===== src/rtl/guard_csr_pkg.sv =====
package guard_csr_pkg;
   typedef enum logic [1:0] {
      LK_NONE = 2'b00,
      LK_QTR  = 2'b01,
      LK_HALF = 2'b10,
      LK_ALL  = 2'b11
   } lock_e;

   localparam logic [7:0] CMD_EN_CLR = 8'h00;
   localparam logic [7:0] CMD_EN_SET = 8'h02;
   localparam logic [7:0] CMD_ARM    = 8'h06;

   localparam int POS_SEL_HI = 7;
   localparam int POS_V2     = 6;
   localparam int POS_V3     = 5;
   localparam int POS_LK_HI  = 4;
   localparam int POS_LK_LO  = 3;
   localparam int POS_ARM    = 2;
   localparam int POS_EN     = 1;
   localparam int POS_SEL_LO = 0;
endpackage


===== src/rtl/guard_sync.sv =====
module guard_sync #(
   parameter int WIDTH  = 2,
   parameter int STAGES = 2
) (
   input  logic             clk,
   input  logic             rst_n,
   input  logic [WIDTH-1:0] d,
   output logic [WIDTH-1:0] q
);
   initial assert (STAGES >= 0 && STAGES <= 4) else $error("guard_sync: STAGES out of range");

   generate
      if (STAGES == 0) begin : g_pass
         assign q = d;
      end else begin : g_chain
         logic [WIDTH-1:0] pipe [STAGES];
         always_ff @(posedge clk or negedge rst_n) begin
            if (!rst_n) begin
               for (int i = 0; i < STAGES; i++) pipe[i] <= '0;
            end else begin
               pipe[0] <= d;
               for (int i = 1; i < STAGES; i++) pipe[i] <= pipe[i-1];
            end
         end
         assign q = pipe[STAGES-1];
      end
   endgenerate
endmodule


===== src/rtl/guard_lock_dec.sv =====
module guard_lock_dec
   import guard_csr_pkg::*;
#(
   parameter int ADDR_W = 8
) (
   input  logic [1:0]        lock,
   input  logic [ADDR_W-1:0] addr,
   output logic              addr_locked,
   output logic              wiper_locked
);
   localparam logic [ADDR_W-1:0] QTR_BASE  = {2'b11, {(ADDR_W-2){1'b0}}};
   localparam logic [ADDR_W-1:0] HALF_BASE = {2'b10, {(ADDR_W-2){1'b0}}};

   initial assert (ADDR_W >= 2) else $error("guard_lock_dec: ADDR_W must be at least 2");

   always_comb begin
      unique case (lock_e'(lock))
         LK_NONE: addr_locked = 1'b0;
         LK_QTR:  addr_locked = (addr >= QTR_BASE);
         LK_HALF: addr_locked = (addr >= HALF_BASE);
         LK_ALL:  addr_locked = 1'b1;
         default: addr_locked = 1'b1;
      endcase
   end

   assign wiper_locked = (lock != LK_NONE);
endmodule


===== src/rtl/guard_ctl_core.sv =====
module guard_ctl_core
   import guard_csr_pkg::*;
#(
   parameter logic [1:0] FACTORY_LOCK = 2'b00,
   parameter logic [1:0] FACTORY_SEL  = 2'b00
) (
   input  logic       clk,
   input  logic       fab_init_n,
   input  logic       pwr_rst_n,
   input  logic       wr,
   input  logic [7:0] wdata,
   input  logic       arm_kill,
   output logic       en_q,
   output logic       arm_q,
   output logic [1:0] lock_q,
   output logic [1:0] sel_q,
   output logic       prog_q,
   output logic       reject
);
   logic do_load, do_set, do_clr, do_arm;

   always_comb begin
      do_load = wr && arm_q;
      do_set  = wr && !arm_q && (wdata == CMD_EN_SET);
      do_clr  = wr && !arm_q && (wdata == CMD_EN_CLR);
      do_arm  = wr && !arm_q && (wdata == CMD_ARM) && en_q;
      reject  = wr && !(do_load || do_set || do_clr || do_arm);
   end

   // volatile latches: lost on power cycle
   always_ff @(posedge clk or negedge pwr_rst_n) begin
      if (!pwr_rst_n) begin
         en_q   <= 1'b0;
         arm_q  <= 1'b0;
         prog_q <= 1'b0;
      end else begin
         if (do_clr)      en_q <= 1'b0;
         else if (do_set) en_q <= 1'b1;
         if (arm_kill || do_load) arm_q <= 1'b0;
         else if (do_arm)         arm_q <= 1'b1;
         prog_q <= do_load;
      end
   end

   // persistent fields: survive power cycle
   always_ff @(posedge clk or negedge fab_init_n) begin
      if (!fab_init_n) begin
         lock_q <= FACTORY_LOCK;
         sel_q  <= FACTORY_SEL;
      end else if (do_load) begin
         lock_q <= wdata[POS_LK_HI:POS_LK_LO];
         sel_q  <= {wdata[POS_SEL_HI], wdata[POS_SEL_LO]};
      end
   end
endmodule


===== src/rtl/guard_csr.sv =====
module guard_csr
   import guard_csr_pkg::*;
#(
   parameter int         ADDR_W       = 8,
   parameter int         SYNC_STAGES  = 2,
   parameter logic [1:0] FACTORY_LOCK = 2'b00,
   parameter logic [1:0] FACTORY_SEL  = 2'b00
) (
   input  logic              clk,
   input  logic              fab_init_n,
   input  logic              pwr_rst_n,
   input  logic              csr_wr,
   input  logic [7:0]        csr_wdata,
   output logic [7:0]        csr_rdata,
   input  logic              mon_v2,
   input  logic              mon_v3,
   input  logic              wp_pin,
   input  logic              req_valid,
   input  logic              req_kind,
   input  logic [ADDR_W-1:0] req_addr,
   output logic              req_permit,
   output logic              abort_pulse,
   output logic              prog_start
);
   logic [1:0] mon_s;
   logic       addr_locked, wiper_locked, blocked, arm_kill, reg_reject;
   logic       en_q, arm_q;
   logic [1:0] lock_q, sel_q;

   guard_sync #(.WIDTH(2), .STAGES(SYNC_STAGES)) u_sync (
      .clk(clk), .rst_n(pwr_rst_n), .d({mon_v2, mon_v3}), .q(mon_s)
   );

   guard_lock_dec #(.ADDR_W(ADDR_W)) u_dec (
      .lock(lock_q), .addr(req_addr),
      .addr_locked(addr_locked), .wiper_locked(wiper_locked)
   );

   guard_ctl_core #(.FACTORY_LOCK(FACTORY_LOCK), .FACTORY_SEL(FACTORY_SEL)) u_core (
      .clk(clk), .fab_init_n(fab_init_n), .pwr_rst_n(pwr_rst_n),
      .wr(csr_wr), .wdata(csr_wdata), .arm_kill(arm_kill),
      .en_q(en_q), .arm_q(arm_q), .lock_q(lock_q), .sel_q(sel_q),
      .prog_q(prog_start), .reject(reg_reject)
   );

   assign blocked    = wp_pin || (req_kind ? wiper_locked : addr_locked);
   assign req_permit = req_valid && !blocked;
   assign arm_kill   = req_valid && !req_kind && addr_locked;

   always_ff @(posedge clk or negedge pwr_rst_n) begin
      if (!pwr_rst_n) abort_pulse <= 1'b0;
      else            abort_pulse <= reg_reject || (req_valid && blocked);
   end

   always_comb begin
      csr_rdata             = '0;
      csr_rdata[POS_SEL_HI] = sel_q[1];
      csr_rdata[POS_V2]     = mon_s[1];
      csr_rdata[POS_V3]     = mon_s[0];
      csr_rdata[POS_LK_HI]  = lock_q[1];
      csr_rdata[POS_LK_LO]  = lock_q[0];
      csr_rdata[POS_ARM]    = arm_q;
      csr_rdata[POS_EN]     = en_q;
      csr_rdata[POS_SEL_LO] = sel_q[0];
   end
endmodule


===== config.mk =====
export PLATFORM = sky130hd
export DESIGN_NAME = guard_csr
export DESIGN_NICKNAME = d
export VERILOG_FILES = /design/src/rtl/guard_csr_pkg.sv /design/src/rtl/guard_sync.sv /design/src/rtl/guard_lock_dec.sv /design/src/rtl/guard_ctl_core.sv /design/src/rtl/guard_csr.sv
export SDC_FILE = /design/constraint.sdc
export NUM_CORES = 1
export LEC_CHECK = 0
export BUFFER_PORTS_ARGS = -buffer_cell sky130_fd_sc_hd__buf_2
export CORE_MARGIN = 8
export CORE_UTILIZATION = 39
export DETAILED_ROUTE_END_ITERATION = 10
export PLACE_DENSITY_LB_ADDON = 0.2
export SYNTH_ARGS = -nofsm -noshare
export SYNTH_HDL_FRONTEND = slang
export SYNTH_HIERARCHICAL = 1
export SYNTH_SLANG_ARGS = --single-unit

===== constraint.sdc =====
create_clock -name clk -period 1.4 [get_ports clk]
set_input_delay 0.14 -clock clk [delete_from_list [all_inputs] [get_ports clk]]
set_output_delay 0.14 -clock clk [all_outputs]
set_load 0.05 [all_outputs]

==> results of run 1 <==
## cell families (layout without fill, tap and decap cells)
| kind of cell | Yosys count | in the layout | synth area share [%] |
|---|---|---|---|
| and+or+nand+nor | 15 | 15 | 20.51 |
| DFF | 12 | 12 | 55.30 |
| AOI/OAI and AO/OA | 4 | 4 | 5.068 |
| buffers and inverters | 6 | 44 | 6.913 |
| muxes | 6 | 6 | 12.21 |
## final timing paths
check / cells after the start / from / slack [ps] / endpoint
setup reg to reg: 3 / u_core/arm_q / 90 / u_core/en_q
hold reg to reg: 0 / u_sync/g_chain.pipe[2] / 350 / u_sync/q[0]
max in group asynchronous: 2 / pwr_rst_n / 1000 / u_sync/q[0]
min in group asynchronous: 2 / fab_init_n / 200 / u_core/lock_q[1]
hold / removal: 2 / csr_wdata[1] / 120 / u_core/en_q
setup / recovery: 4 / u_core/lock_q[1] / -180 / req_permit
## final cells by class
type | count | area share [%]
Sequential cell | 12 | 37.46
Inverter | 2 | 0.9288
Clock buffer | 4 | 4.489
Multi-Input combinational cell | 25 | 26.01
Timing Repair Buffer | 38 | 28.79
Tap cell | 15 | 2.322
## report_power, final
part / internal (uW) / total, uW / switching (uW)
Sequential: 357 / 361 / 3.72
Combinational: 46.3 / 116 / 69.8
Clock: 158 / 263 / 106
## metal layers
metal / global-route usage [%] / part of all wire [%] / vias to the layer above / wire (um)
li1: - / - / 225 / -
met1: 9.855 / 43 / 201 / 533
met2: 15.23 / 47 / 19 / 578
met3: 3.641 / 9.2 / 2 / 114
met4: 5.042 / 0.73 / 0 / 9
met5: 0 / 0 / - / 0
## sequential cells by signal, summed over array words and instances, names as in the netlist
register	flops
u_sync/q	2
u_core/lock_q	2
u_sync/g_chain.pipe	2
u_core/sel_q	2
u_core/arm_q	1
u_core/prog_q	1
abort_pulse	1
u_core/en_q	1
## cells in the mapped netlist, drive strengths merged
cell type,count
a311oi,1
and3b,2
nor4b,1
mux2i,1
nand3,1
dfrtp,12
a21oi,1
buf,4
a32oi,1
or2,1
and4b,1
o21ai,1
nand3b,1
mux2,5
nand2,4
nor2,3
nor4,1
inv,2
## worst max-delay path: stages (launching register included)
cell	delay, ps
dfrtp_2	420
or2_1	220
mux2i_1	160
and3b_2	220
buf_8	140
## metrics by stage
stage | hold WS [ps] | setup TNS [ps] | setup slack [ps] | cells | utilization (%)
3_3_place_gp | -49.81 | 0 | 19.30 | 84 | 52.88
3_5_place_dp | -47.76 | 0 | 0.3343 | 84 | 52.88
6_report | 122.4 | -180.5 | -180.5 | 96 | 62.12
4_1_cts | 106.0 | -189.9 | -189.9 | 95 | 61.25
2_1_floorplan | -155.6 | -1.890 | -1.890 | 43 | -
5_1_grt | 122.3 | -265.2 | -265.2 | 96 | 62.12
## timing repair
action                                  4_1_cts  5_1_grt
resized for setup                             3        1
endpoints found under the hold margin        14        0
hold buffers                                  4        0
buffers inserted                              3        1
pin swaps                                     1        1
endpoints found under the setup margin        1        1
==> impl_metrics.json, run 1 <==
{
  "status": "complete, but fails checks",
  "violations": "negative setup slack",
  "yosys.area.top_type": "dfrtp_1",
  "yosysSeqAreaShare_pct": 55.30,
  "required_ps": 1260,
  "first_iter_violations": 1,
  "final_common_cell": "buf_2",
  "insertion_delay_ps": 260,
  "setup_ws_ps": -180.5,
  "clockBufferDepth": 2,
  "antenna_found_initial": 0,
  "placed_cell_area_um2": 688.2,
  "area_growth_pct": 48.85,
  "yosys_warnings": 6,
  "clockRootBuffer": "clkbuf_4",
  "fin_crit_ps": 1580,
  "setup.worst_path.class": "register to output port",
  "multi_input_area_um2": 210.2,
  "cts_tree": "yes",
  "vias_per_cell": 4.656,
  "gp_congestion": 0.6429,
  "grt_pass1_wl_um": 1932,
  "worstSetupEndpointType": "output port",
  "core_area_mm2": 0.001301,
  "grt_pass1_vias": 489,
  "p_leak_uw": 0.0004481,
  "portBuffers": 29,
  "syn_avg_cell_area_um2": 12.63,
  "max_freq_mhz": 632.7,
  "tightestPinTransition_ps": 330.0,
  "grt_use_total_pct": 9.245,
  "period_share_pct": 112.9,
  "final_cell_mix": "buf_2, dfrtp_1, buf_4",
  "hold_viol_final": 0,
  "hp-class": "primary input to register",
  "drv_cap": 0,
  "grt_max_degree": 9,
  "yosys-top-cells-area": "dfrtp_1, mux2_2, buf_4",
  "drtPass1Iterations": 2,
  "worstSetupStartpointType": "register",
  "gr-total-overflow": 0,
  "rsz0062_at_grt": "yes",
  "dp_hpwl_um": 1023,
  "cts.clk_slew.worst_paths_ps": 70,
  "cts_made_buffers": 3,
  "cp.arrival_ps": 1440,
  "ios": 36,
  "clock_skew_ps": 3.226,
  "slew_headroom_pct": 77.85,
  "vdd_ir_drop_max_mv": 0.6853,
  "fp.dieW_um": 53.32,
  "finalPower_uw": 740.3,
  "n_antenna_cell": 0,
  "die_area_mm2": 0.002842,
  "num-fill-cells": 121,
  "setup_violations": 1,
  "crit_fanout": 3,
  "routed_wl_um": 1236,
  "synth.distinct_cells": 20,
  "syn-num-nets": 68,
  "ant_nets": 0,
  "synth_area_um2": 543.0,
  "drive_above_1_share_pct": 61.73,
  "clkSinkCount": 12,
  "num_vias": 447,
  "yosys.area.top_type_share_pct": 55.30,
  "num_rows": 13,
  "wl_per_cell_um": 12.88,
  "nets": 107,
  "drv_slew": 0,
  "final_cell_area_um2": 808.3,
  "start_util_pct": 41.73,
  "power_density_mw_per_mm2": 915.9,
  "htree_levels": 1,
  "route.detailed.drc": 0,
  "ys_ff_latch": 12,
  "regArea_um2": 302.8,
  "synthCells": 43,
  "die_h_um": 53.32
}
Power figures use the tool's default switching activity.
==> run 2: changes to the inputs <==
- MAX_ROUTING_LAYER: default -> met4
- SETUP_SLACK_MARGIN: default -> 0.4
==> run 2 against run 1 <==
Net effect: via count is 12% higher; clock power increased by 4%; sequential power is essentially flat; final cell count rose by 6.3%; largest power group unchanged; highest routed layer is now met3; the run still ends with negative setup slack left; critical endpoint unchanged; first-iteration DRC count fell by 100%; final area rose by 25%; maximum frequency is 3.4% lower.
==> impl_metrics.json, run 2 (synthesis gave the netlist of run 1 again) <==
{
  "crit_family": "simple AND/OR/NAND/NOR gates",
  "hold_viol_final": 0,
  "drv_cap": 0,
  "hold_path_depth": 3,
  "drive_above_1_share_pct": 67.82,
  "start_util_pct": 41.73,
  "worstSetupEndpointType": "output port",
  "violations": "negative setup slack",
  "cts.clk_slew.worst_paths_ps": 80,
  "whs_endpoint": "abort_pulse",
  "route.met3.wl_um": 140,
  "wl_per_cell_um": 16.28,
  "min_from": "req_valid",
  "dp_hpwl_um": 1004,
  "htree_levels": 1,
  "hold_slack_ps": 136.3,
  "final.setup.tns_ps": -236.2,
  "num_vias": 502,
  "internal_power_uw": 579.3,
  "drtPass1Iterations": 1,
  "setup.worst_path.class": "register to output port",
  "p_sw_uw": 201.9,
  "slew_headroom_pct": 74.38,
  "insertion_delay_ps": 270,
  "tightestPinTransition_ps": 381.4,
  "grt_max_degree": 9,
  "ios": 36,
  "status": "complete, but fails checks",
  "wl_met2_um": 931,
  "preCtsSetupSlack_ps": 25.27,
  "clockRootBuffer": "clkbuf_4",
  "gp_congestion": 0.6889,
  "r2r-start": "u_core/arm_q",
  "vdd_ir_drop_max_mv": 0.7693,
  "ant_nets": 0,
  "core_area_mm2": 0.001301,
  "final-instance-count-excl-fill": 102,
  "swShare_pct": 25.85,
  "seqPwrFrac_pct": 46.6,
  "p_clk_share_pct": 35.0,
  "placed_cell_area_um2": 698.2,
  "final_cell_mix": "buf_2, buf_6, dfrtp_1",
  "clock_skew_ps": 2.093,
  "r2r_cells": 3,
  "period_share_pct": 116.9,
  "clkSinkCount": 12,
  "p_leak_uw": 0.0005256,
  "power_frac_comb_pct": 18.4,
  "portBuffers": 29,
  "slowest_delay_ps": 410,
  "fin_crit_ps": 1636,
  "num_rows": 13,
  "cp.arrival_ps": 1500,
  "setup_ws_ps": -236.2,
  "setup_violations": 1,
  "power_density_mw_per_mm2": 772.7,
  "drt-met1-wl_um": 589,
  "grt_pass1_wl_um": 2428,
  "antenna_found_initial": 0,
  "first_iter_violations": 0,
  "route.detailed.drc": 0,
  "max_freq_mhz": 611.2,
  "cp_num_buf_inv": 1,
  "final_cell_area_mm2": 0.001011,
  "worstSetupStartpointType": "register",
  "grt_use_total_pct": 12.21,
  "die_h_um": 53.32,
  "cp_slowest_cell": "dfrtp_2",
  "rsz0062_at_grt": "yes",
  "fp.dieW_um": 53.32,
  "crit_path_cell_trace": "or2_1 -> mux2i_1 -> and3b_2 -> buf_8",
  "final_common_cell": "buf_2",
  "routed_wl_um": 1661,
  "vias_per_cell": 4.922,
  "num-fill-cells": 89,
  "hp-class": "primary input to register",
  "top_layer": "met3",
  "cp-startpoint": "u_core/lock_q[1]",
  "cts_made_buffers": 3,
  "gr-total-overflow": 0,
  "drv_slew": 0,
  "r2r_slack_ps": 50,
  "nets": 113,
  "n_antenna_cell": 0,
  "clockBufferDepth": 2,
  "grt_pass1_vias": 576,
  "r2r-end": "u_core/en_q",
  "crit_fanout": 3,
  "dpl.cell_count": 85,
  "die_area_mm2": 0.002842,
  "required_ps": 1260,
  "cts_tree": "yes",
  "area_growth_pct": 86.18
}
-- run 2: cell count changes in the layout (fill, tap and decap cells not counted), sizes merged --
cell	before	now
buf	34	40
-- run 2: power by group through the flow --
stage | Clock (uW) | Combinational [uW] | Sequential [uW]
2_1_floorplan | 0 | 49.6 | 378
3_3_place_gp | 0 | 102 | 368
3_5_place_dp | 0 | 103 | 369
4_1_cts | 281 | 131 | 363
5_1_grt | 305 | 153 | 366
6_report | 274 | 143 | 364
-- run 2: worst min-delay path, delay by kind of cell --
kind	cells	cell delay [ps]
buffers and inverters	1	110
AOI/OAI and AO/OA	1	50
and+or+nand+nor	1	80
-- run 2: metrics by stage --
stage / power, uW / utilization, %
2_1_floorplan: 427.3 / -
3_3_place_gp: 470.1 / 53.65
3_5_place_dp: 471.9 / 53.65
4_1_cts: 774.8 / 70.10
5_1_grt: 824.1 / 77.69
6_report: 781.2 / 77.69
-- run 2: cell type report --
| type | instances | area [um2] | share of cell area, % |
|---|---|---|---|
| inverter | 2 | 7.507 | 0.7426 |
| sequential | 12 | 302.8 | 29.95 |
| clock buffer | 4 | 36.28 | 3.589 |
| timing repair buffer | 44 | 377.9 | 37.38 |
| tap | 15 | 18.77 | 1.856 |
| multi-input combinational | 25 | 267.8 | 26.49 |
-- run 2: repair_timing --
action | CTS | global route
hold buffers | 4 | 0
setup buffers | 3 | 6
endpoints found under the hold margin | 14 | 0
gates resized for setup | 30 | 16
gates cloned | 0 | 0
endpoints found under the setup margin | 16 | 18
pin swaps | 3 | 5
-- run 2: worst max path at each step --
| stage | depth (start not counted) | end |
|---|---|---|
| CTS | 4 | req_permit |
| global placement | 4 | req_permit |
| global route | 4 | req_permit |
| detailed placement | 4 | req_permit |
| finish | 4 | req_permit |
| floorplan | 3 | req_permit |
-- run 2: routing by layer --
layer | track usage (%) | vias up
li1 | - | 241
met1 | 11.92 | 239
met4 | 2.521 | 0
met5 | - | -
met2 | 20.90 | 22
met3 | 6.723 | 0
